===== src/rtl/sram_ctl_pkg.sv =====
package sram_ctl_pkg;

  typedef enum logic [2:0] {
    PH_IDLE,
    PH_WR_PULSE,
    PH_WR_REC,
    PH_RD_ACC,
    PH_RD_REC
  } phase_e;

  // ceil(t/clk), never below one cycle
  function automatic int ns_to_cyc(input int t_ns, input int clk_ns);
    int c;
    c = (t_ns + clk_ns - 1) / clk_ns;
    return (c < 1) ? 1 : c;
  endfunction

  function automatic int imax(input int a, input int b);
    return (a > b) ? a : b;
  endfunction

endpackage


===== src/rtl/sram_ctl_seq.sv =====
module sram_ctl_seq
  import sram_ctl_pkg::*;
#(
  parameter int WR_CYC = 10,
  parameter int WR_REC = 4,
  parameter int RD_CYC = 14,
  parameter int RD_REC = 5
) (
  input  logic   clk_i,
  input  logic   rst_ni,
  input  logic   req_i,
  input  logic   req_write_i,
  output phase_e phase_d_o,
  output logic   accept_o,
  output logic   capture_o,
  output logic   ready_o
);

  localparam int LMAX  = imax(imax(WR_CYC, WR_REC), imax(RD_CYC, RD_REC));
  localparam int CNT_W = $clog2(LMAX + 1);

  phase_e             phase_q, phase_d;
  logic [CNT_W-1:0]   cnt_q, cnt_d;
  logic               last;

  assign last = (cnt_q == '0);

  always_comb begin
    phase_d   = phase_q;
    cnt_d     = cnt_q;
    accept_o  = 1'b0;
    capture_o = 1'b0;
    unique case (phase_q)
      PH_IDLE: begin
        if (req_i) begin
          accept_o = 1'b1;
          if (req_write_i) begin
            phase_d = PH_WR_PULSE;
            cnt_d   = CNT_W'(WR_CYC - 1);
          end else begin
            phase_d = PH_RD_ACC;
            cnt_d   = CNT_W'(RD_CYC - 1);
          end
        end
      end
      PH_WR_PULSE: begin
        if (last) begin
          phase_d = PH_WR_REC;
          cnt_d   = CNT_W'(WR_REC - 1);
        end else begin
          cnt_d = cnt_q - CNT_W'(1);
        end
      end
      PH_WR_REC: begin
        if (last) phase_d = PH_IDLE;
        else      cnt_d   = cnt_q - CNT_W'(1);
      end
      PH_RD_ACC: begin
        if (last) begin
          capture_o = 1'b1;
          phase_d   = PH_RD_REC;
          cnt_d     = CNT_W'(RD_REC - 1);
        end else begin
          cnt_d = cnt_q - CNT_W'(1);
        end
      end
      PH_RD_REC: begin
        if (last) phase_d = PH_IDLE;
        else      cnt_d   = cnt_q - CNT_W'(1);
      end
      default: phase_d = PH_IDLE;
    endcase
  end

  always_ff @(posedge clk_i or negedge rst_ni) begin
    if (!rst_ni) begin
      phase_q <= PH_IDLE;
      cnt_q   <= '0;
    end else begin
      phase_q <= phase_d;
      cnt_q   <= cnt_d;
    end
  end

  assign phase_d_o = phase_d;
  assign ready_o   = (phase_q == PH_IDLE);

endmodule


===== src/rtl/sram_ctl_strobe.sv =====
module sram_ctl_strobe
  import sram_ctl_pkg::*;
#(
  parameter bit WE_CTRL = 1'b1
) (
  input  logic   clk_i,
  input  logic   rst_ni,
  input  phase_e phase_d_i,
  output logic   cs_n_o,
  output logic   we_n_o,
  output logic   oe_n_o,
  output logic   drv_o
);

  logic cs_low, we_low, oe_low, drv_on;

  // overlap window is PH_WR_PULSE in both variants; variant picks the terminating strobe
  generate
    if (WE_CTRL) begin : g_we_ends
      assign cs_low = (phase_d_i == PH_WR_PULSE) || (phase_d_i == PH_WR_REC) ||
                      (phase_d_i == PH_RD_ACC);
      assign we_low = (phase_d_i == PH_WR_PULSE);
    end else begin : g_cs_ends
      assign cs_low = (phase_d_i == PH_WR_PULSE) || (phase_d_i == PH_RD_ACC);
      assign we_low = (phase_d_i == PH_WR_PULSE) || (phase_d_i == PH_WR_REC);
    end
  endgenerate

  assign oe_low = (phase_d_i == PH_RD_ACC);
  assign drv_on = (phase_d_i == PH_WR_PULSE) || (phase_d_i == PH_WR_REC);

  always_ff @(posedge clk_i or negedge rst_ni) begin
    if (!rst_ni) begin
      cs_n_o <= 1'b1;
      we_n_o <= 1'b1;
      oe_n_o <= 1'b1;
      drv_o  <= 1'b0;
    end else begin
      cs_n_o <= ~cs_low;
      we_n_o <= ~we_low;
      oe_n_o <= ~oe_low;
      drv_o  <= drv_on;
    end
  end

endmodule


===== src/rtl/sram_ctl_dpath.sv =====
module sram_ctl_dpath #(
  parameter int AW = 15,
  parameter int DW = 8
) (
  input  logic          clk_i,
  input  logic          rst_ni,
  input  logic          accept_i,
  input  logic          capture_i,
  input  logic [AW-1:0] req_addr_i,
  input  logic [DW-1:0] req_wdata_i,
  input  logic [DW-1:0] mem_dq_i,
  output logic [AW-1:0] mem_addr_o,
  output logic [DW-1:0] mem_dq_o,
  output logic [DW-1:0] rdata_o,
  output logic          rvalid_o
);

  // address and data only move on acceptance, when write-enable is high
  always_ff @(posedge clk_i or negedge rst_ni) begin
    if (!rst_ni) begin
      mem_addr_o <= '0;
      mem_dq_o   <= '0;
    end else if (accept_i) begin
      mem_addr_o <= req_addr_i;
      mem_dq_o   <= req_wdata_i;
    end
  end

  always_ff @(posedge clk_i or negedge rst_ni) begin
    if (!rst_ni) begin
      rdata_o  <= '0;
      rvalid_o <= 1'b0;
    end else begin
      rvalid_o <= capture_i;
      if (capture_i) rdata_o <= mem_dq_i;
    end
  end

endmodule


===== src/rtl/sram_ctl.sv =====
module sram_ctl
  import sram_ctl_pkg::*;
#(
  parameter int AW          = 15,
  parameter int DW          = 8,
  parameter int CLK_NS      = 4,
  parameter int T_CYC_NS    = 55,
  parameter int T_WP_NS     = 40,
  parameter int T_AWE_NS    = 40,
  parameter int T_DS_NS     = 25,
  parameter int T_ACC_NS    = 55,
  parameter int T_OEACC_NS  = 25,
  parameter int T_OHZ_NS    = 20,
  parameter bit WE_CTRL     = 1'b1
) (
  input  logic          clk_i,
  input  logic          rst_ni,
  input  logic          req_i,
  input  logic          req_write_i,
  input  logic [AW-1:0] req_addr_i,
  input  logic [DW-1:0] req_wdata_i,
  output logic          ready_o,
  output logic [DW-1:0] rdata_o,
  output logic          rvalid_o,
  output logic [AW-1:0] mem_addr_o,
  output logic          mem_cs_n_o,
  output logic          mem_we_n_o,
  output logic          mem_oe_n_o,
  output logic [DW-1:0] mem_dq_o,
  output logic          mem_dq_oe_o,
  input  logic [DW-1:0] mem_dq_i
);

  localparam int CYC_CYC = ns_to_cyc(T_CYC_NS, CLK_NS);
  localparam int WR_CYC  = ns_to_cyc(imax(imax(T_WP_NS, T_AWE_NS), T_DS_NS), CLK_NS);
  localparam int RD_CYC  = ns_to_cyc(imax(T_ACC_NS, T_OEACC_NS), CLK_NS);
  localparam int OHZ_CYC = ns_to_cyc(T_OHZ_NS, CLK_NS);
  localparam int WR_REC  = imax(1, CYC_CYC - WR_CYC);
  localparam int RD_REC  = imax(imax(1, OHZ_CYC), CYC_CYC - RD_CYC);

  phase_e phase_d;
  logic   accept, capture;

  sram_ctl_seq #(
    .WR_CYC (WR_CYC),
    .WR_REC (WR_REC),
    .RD_CYC (RD_CYC),
    .RD_REC (RD_REC)
  ) seq_i (
    .clk_i       (clk_i),
    .rst_ni      (rst_ni),
    .req_i       (req_i),
    .req_write_i (req_write_i),
    .phase_d_o   (phase_d),
    .accept_o    (accept),
    .capture_o   (capture),
    .ready_o     (ready_o)
  );

  sram_ctl_strobe #(
    .WE_CTRL (WE_CTRL)
  ) strobe_i (
    .clk_i     (clk_i),
    .rst_ni    (rst_ni),
    .phase_d_i (phase_d),
    .cs_n_o    (mem_cs_n_o),
    .we_n_o    (mem_we_n_o),
    .oe_n_o    (mem_oe_n_o),
    .drv_o     (mem_dq_oe_o)
  );

  sram_ctl_dpath #(
    .AW (AW),
    .DW (DW)
  ) dpath_i (
    .clk_i       (clk_i),
    .rst_ni      (rst_ni),
    .accept_i    (accept),
    .capture_i   (capture),
    .req_addr_i  (req_addr_i),
    .req_wdata_i (req_wdata_i),
    .mem_dq_i    (mem_dq_i),
    .mem_addr_o  (mem_addr_o),
    .mem_dq_o    (mem_dq_o),
    .rdata_o     (rdata_o),
    .rvalid_o    (rvalid_o)
  );

endmodule


===== config.mk =====
export PLATFORM = sky130hd
export DESIGN_NAME = sram_ctl
export DESIGN_NICKNAME = d
export VERILOG_FILES = /design/src/rtl/sram_ctl_pkg.sv /design/src/rtl/sram_ctl_seq.sv /design/src/rtl/sram_ctl_strobe.sv /design/src/rtl/sram_ctl_dpath.sv /design/src/rtl/sram_ctl.sv
export SDC_FILE = /design/constraint.sdc
export NUM_CORES = 1
export LEC_CHECK = 0
export CAP_MARGIN = 5
export CORE_UTILIZATION = 45
export DETAILED_ROUTE_END_ITERATION = 10
export GPL_ROUTABILITY_DRIVEN = 0
export MAX_ROUTING_LAYER = met4
export PLACE_DENSITY_LB_ADDON = 0.2
export SYNTH_ARGS = -nofsm -noshare
export SYNTH_HDL_FRONTEND = slang
export SYNTH_SLANG_ARGS = --single-unit

===== constraint.sdc =====
create_clock -name clk_i -period 2.4 [get_ports clk_i]
set_clock_uncertainty 0.1 [all_clocks]
set_input_delay 0.48 -clock clk_i [delete_from_list [all_inputs] [get_ports clk_i]]
set_output_delay 0.48 -clock clk_i [all_outputs]
set_load 0.05 [all_outputs]

==> results of run 1 <==
final timing paths:
| kind | to | cells past startpoint |
|---|---|---|
| min | dpath_i.mem_dq_o[7] | 1 |
| max in group asynchronous | strobe_i.cs_n_o | 2 |
| max | mem_cs_n_o | 1 |
| min in group clk_i | dpath_i.mem_addr_o[3] | 1 |
| min reg2reg | dpath_i.mem_addr_o[3] | 1 |
| max reg2reg | seq_i.cnt_q[1] | 6 |
through the flow:
step	cells	worst slack [ps]
after floorplan	158	326.1
after CTS	287	179.5
after global placement	279	377.1
final	287	189.7
after detailed placement	279	315.1
after global routing	287	137.7
flip-flops by register name, indices dropped and copies added, names as in the netlist:
register	count
strobe_i.drv_o	1
dpath_i.mem_dq_o	8
strobe_i.oe_n_o	1
strobe_i.we_n_o	1
dpath_i.rdata_o	8
strobe_i.cs_n_o	1
dpath_i.mem_addr_o	15
dpath_i.rvalid_o	1
seq_i.cnt_q	4
seq_i.phase_q	3
cell usage after synthesis, types with 2 or more instances:
library cell	instances
buf_6	3
mux2_4	20
nor2b_1	3
inv_1	7
a221o_1	2
nor3_1	2
buf_2	5
a21oi_1	9
a32oi_1	2
dfstp_2	3
a31oi_1	3
mux2_2	11
nand2_1	6
o31ai_1	3
nor2_1	5
ha_1	2
o21ai_0	6
dfrtp_1	40
nand3_1	3
o21bai_1	2
nand2b_1	3
cell families after synthesis:
group                    count (synthesis)
AND/OR/NAND/NOR                         29
adder cells (fa/ha/maj)                  2
flip-flops                              43
AO/OA/AOI/OAI                           35
buffers and inverters                   18
multiplexers                            31
final cells by class:
type,instances,area share (%)
Inverter,7,0.8955
Tap cell,52,2.217
Sequential cell,43,36.80
Timing Repair Buffer,80,27.12
Multi-Input combinational cell,97,30.06
Clock buffer,6,2.473
Clock inverter,2,0.4264
routing by layer:
metal	part of all wire, %	vias up	GRT usage, %
met5	0	-	-
met4	1.1	0	6.444
met3	8.1	8	7.122
met2	50	86	33.66
met1	40	743	23.95
li1	-	719	-
power by group:
part           internal [uW]  switching (uW)
sequential              1100             276
combinational           1210            1720
clock                    204             245
==> impl_metrics.prom, run 1 <==
# TYPE chip_impl_metric gauge
chip_impl_info{name="hold_class",value="in2async"} 1
chip_impl_metric{name="fin_area",unit="sq mm"} 0.002934
chip_impl_metric{name="powerDensity",unit="mW/mm^2"} 1619
chip_impl_metric{name="cp.required",unit="ps"} 1820
chip_impl_metric{name="crit_path_max_fanout",unit=""} 1
chip_impl_info{name="critPathTopFamily",value="buffers and inverters"} 1
chip_impl_metric{name="p_total",unit="uW"} 4749
chip_impl_metric{name="post-cts-setup-buffer-count",unit=""} 0
chip_impl_metric{name="largest_voltage_drop_on_the_vdd_net",unit="V"} 0.0008902
chip_impl_metric{name="synth-simple-area-share",unit="%"} 9.400
chip_impl_metric{name="place.port_buffers",unit=""} 71
chip_impl_metric{name="timing.final.crit_period",unit="ps"} 2210
chip_impl_metric{name="initial_core_util",unit="%"} 47.06
chip_impl_metric{name="nets",unit=""} 271
chip_impl_info{name="outcome",value="finished, final reports clean"} 1
chip_impl_metric{name="post_synth_xor_area_fraction",unit="%"} 0
chip_impl_metric{name="postSynth.asyncResetShare",unit="%"} 100.0
chip_impl_metric{name="via_count",unit=""} 1556
chip_impl_metric{name="hold_slack",unit="ps"} 20.46
chip_impl_info{name="grt_setup_unrepaired",value="false"} 1
chip_impl_metric{name="cp_num_buf_inv",unit=""} 1
chip_impl_metric{name="dieArea",unit="sq mm"} 0.004859
chip_impl_info{name="cp_cell_sequence",value="clkdlybuf4s50_1"} 1
chip_impl_metric{name="post_drt_via_cell_ratio",unit=""} 5.422
chip_impl_info{name="most-common-layout-cells",value="clkdlybuf4s50_1 (69), dfrtp_1 (40), mux2_4 (20)"} 1
chip_impl_metric{name="netlist.area_leader.share",unit="%"} 48.51
chip_impl_metric{name="cts_max_path_buffers",unit=""} 2
chip_impl_metric{name="die_width",unit="um"} 69.71
chip_impl_metric{name="maxCapViolations",unit=""} 0
chip_impl_metric{name="ff_latch_area",unit="sq mm"} 0.001080
chip_impl_metric{name="critical_path.max_stage_delay",unit="ps"} 810
chip_impl_metric{name="wl_per_cell",unit="um"} 15.68
chip_impl_metric{name="groute.usage.overall",unit="%"} 20.59
chip_impl_metric{name="layout-drive-gt1-share",unit="%"} 24.26
chip_impl_metric{name="tightest_slew",unit="ps"} 699.8
chip_impl_metric{name="n_antenna_cell",unit=""} 0
chip_impl_info{name="crit_path_start_kind",value="flip-flop"} 1
chip_impl_metric{name="synth_area_in_compound_gates",unit="%"} 11.58
chip_impl_metric{name="power_leakage",unit="uW"} 0.001253
chip_impl_metric{name="drcViolationCount",unit=""} 0
chip_impl_info{name="clockRootBuffer",value="clkbuf_8"} 1
chip_impl_info{name="worstSetupPathType",value="reg2out"} 1
chip_impl_info{name="largest_area_contributor_in_the_synthesized_netlist",value="dfrtp_1"} 1
chip_impl_metric{name="cp.arrival",unit="ps"} 1630
chip_impl_metric{name="number_of_global_route_vias_before_repair",unit=""} 1586
chip_impl_metric{name="setup_viol",unit=""} 0
chip_impl_metric{name="detailedRoute.firstPassIterationCount",unit=""} 4
chip_impl_info{name="cts_tree",value="yes"} 1
chip_impl_metric{name="postSynthCellCount",unit=""} 158
chip_impl_metric{name="post-route-util",unit="%"} 66.92
chip_impl_metric{name="layout-area-overhead-vs-synth",unit="%"} 42.21
chip_impl_metric{name="reg2reg_slack",unit="ps"} 370
chip_impl_metric{name="grt_max_degree",unit=""} 26
chip_impl_metric{name="cts_buffers",unit=""} 5
chip_impl_metric{name="report.final.slew_viol_count",unit=""} 0
chip_impl_metric{name="initialDrtViolationCount",unit=""} 59
chip_impl_metric{name="grt_pass1_wl",unit="um"} 7700
chip_impl_metric{name="synth_fa_ha_area_share",unit="%"} 1.213
chip_impl_metric{name="yosysUniqueCellTypes",unit=""} 39
chip_impl_info{name="synth.area.top_cells",value="dfrtp_1 (49%), mux2_4 (15%), mux2_2 (6.0%), dfstp_2 (3.8%), a21oi_1 (2.2%)"} 1
chip_impl_metric{name="die_height",unit="um"} 69.71
chip_impl_metric{name="grt_overflow",unit=""} 0
chip_impl_metric{name="finalHoldViolCount",unit=""} 0
chip_impl_metric{name="ys_ff_latch",unit=""} 43
chip_impl_metric{name="yosysSeqAreaShare",unit="%"} 52.33
chip_impl_metric{name="ys.warnings.count",unit=""} 0
chip_impl_metric{name="dpl_cell_area",unit="sq mm"} 0.002849
chip_impl_metric{name="synth_edf_count",unit=""} 0
chip_impl_info{name="r2r_start",value="seq_i.cnt_q[0]"} 1
chip_impl_info{name="synth_top_family_by_area",value="multiplexers"} 1
chip_impl_metric{name="design.portCount",unit=""} 72
chip_impl_metric{name="grt_antenna_before_repair",unit=""} 0
chip_impl_metric{name="layout.filler_cells",unit=""} 312
chip_impl_metric{name="timing.setup.tns",unit="ps"} 0
chip_impl_metric{name="synth_nets",unit=""} 195
chip_impl_info{name="crit_slowest_cell",value="clkdlybuf4s50_1"} 1
chip_impl_info{name="mostFrequentLayoutCell",value="clkdlybuf4s50_1"} 1
chip_impl_metric{name="clock_latency_of_the_later_clocked_register_in_the_worst_skew_pair",unit="ps"} 290
chip_impl_metric{name="total_area_of_multi_input_combinational_cells",unit="sq um"} 882.1
chip_impl_metric{name="sink_count",unit=""} 43
chip_impl_metric{name="hpwlAfterDp",unit="um"} 3313
chip_impl_info{name="worst_setup_path_startpoint",value="strobe_i.cs_n_o"} 1
chip_impl_info{name="leading_register_cell_type_out_of_synthesis",value="dfrtp_1"} 1
chip_impl_metric{name="fmaxAchievable",unit="GHz"} 0.4524
chip_impl_metric{name="path_clk_slew",unit="ps"} 80
chip_impl_metric{name="muxShareOfSynthArea",unit="%"} 20.56
chip_impl_metric{name="htree_levels",unit=""} 2
chip_impl_metric{name="drt.antenna.violating_nets",unit=""} 0
chip_impl_metric{name="synth.cell_area",unit="sq mm"} 0.002063
chip_impl_metric{name="route.final.wire_length",unit="um"} 4501
chip_impl_metric{name="postCtsHoldBufs",unit=""} 0
chip_impl_info{name="crit_path_end_kind",value="primary output"} 1
chip_impl_metric{name="postSynthAreaPerCell",unit="sq um"} 13.06
chip_impl_metric{name="row_count",unit=""} 24
chip_impl_metric{name="post_cts_resize_count",unit=""} 0
chip_impl_metric{name="core_area",unit="sq mm"} 0.004384
chip_impl_metric{name="slew_headroom",unit="%"} 53.35
chip_impl_metric{name="fin_crit_sh",unit="%"} 92.10
No activity file was read; power rests on OpenSTA's default activity.
==> inputs of run 2 (changes only) <==
CAP_MARGIN = default   (was 5)
==> results of run 2 <==
The final DEF is identical to that of run 1; final timing and power are the same.
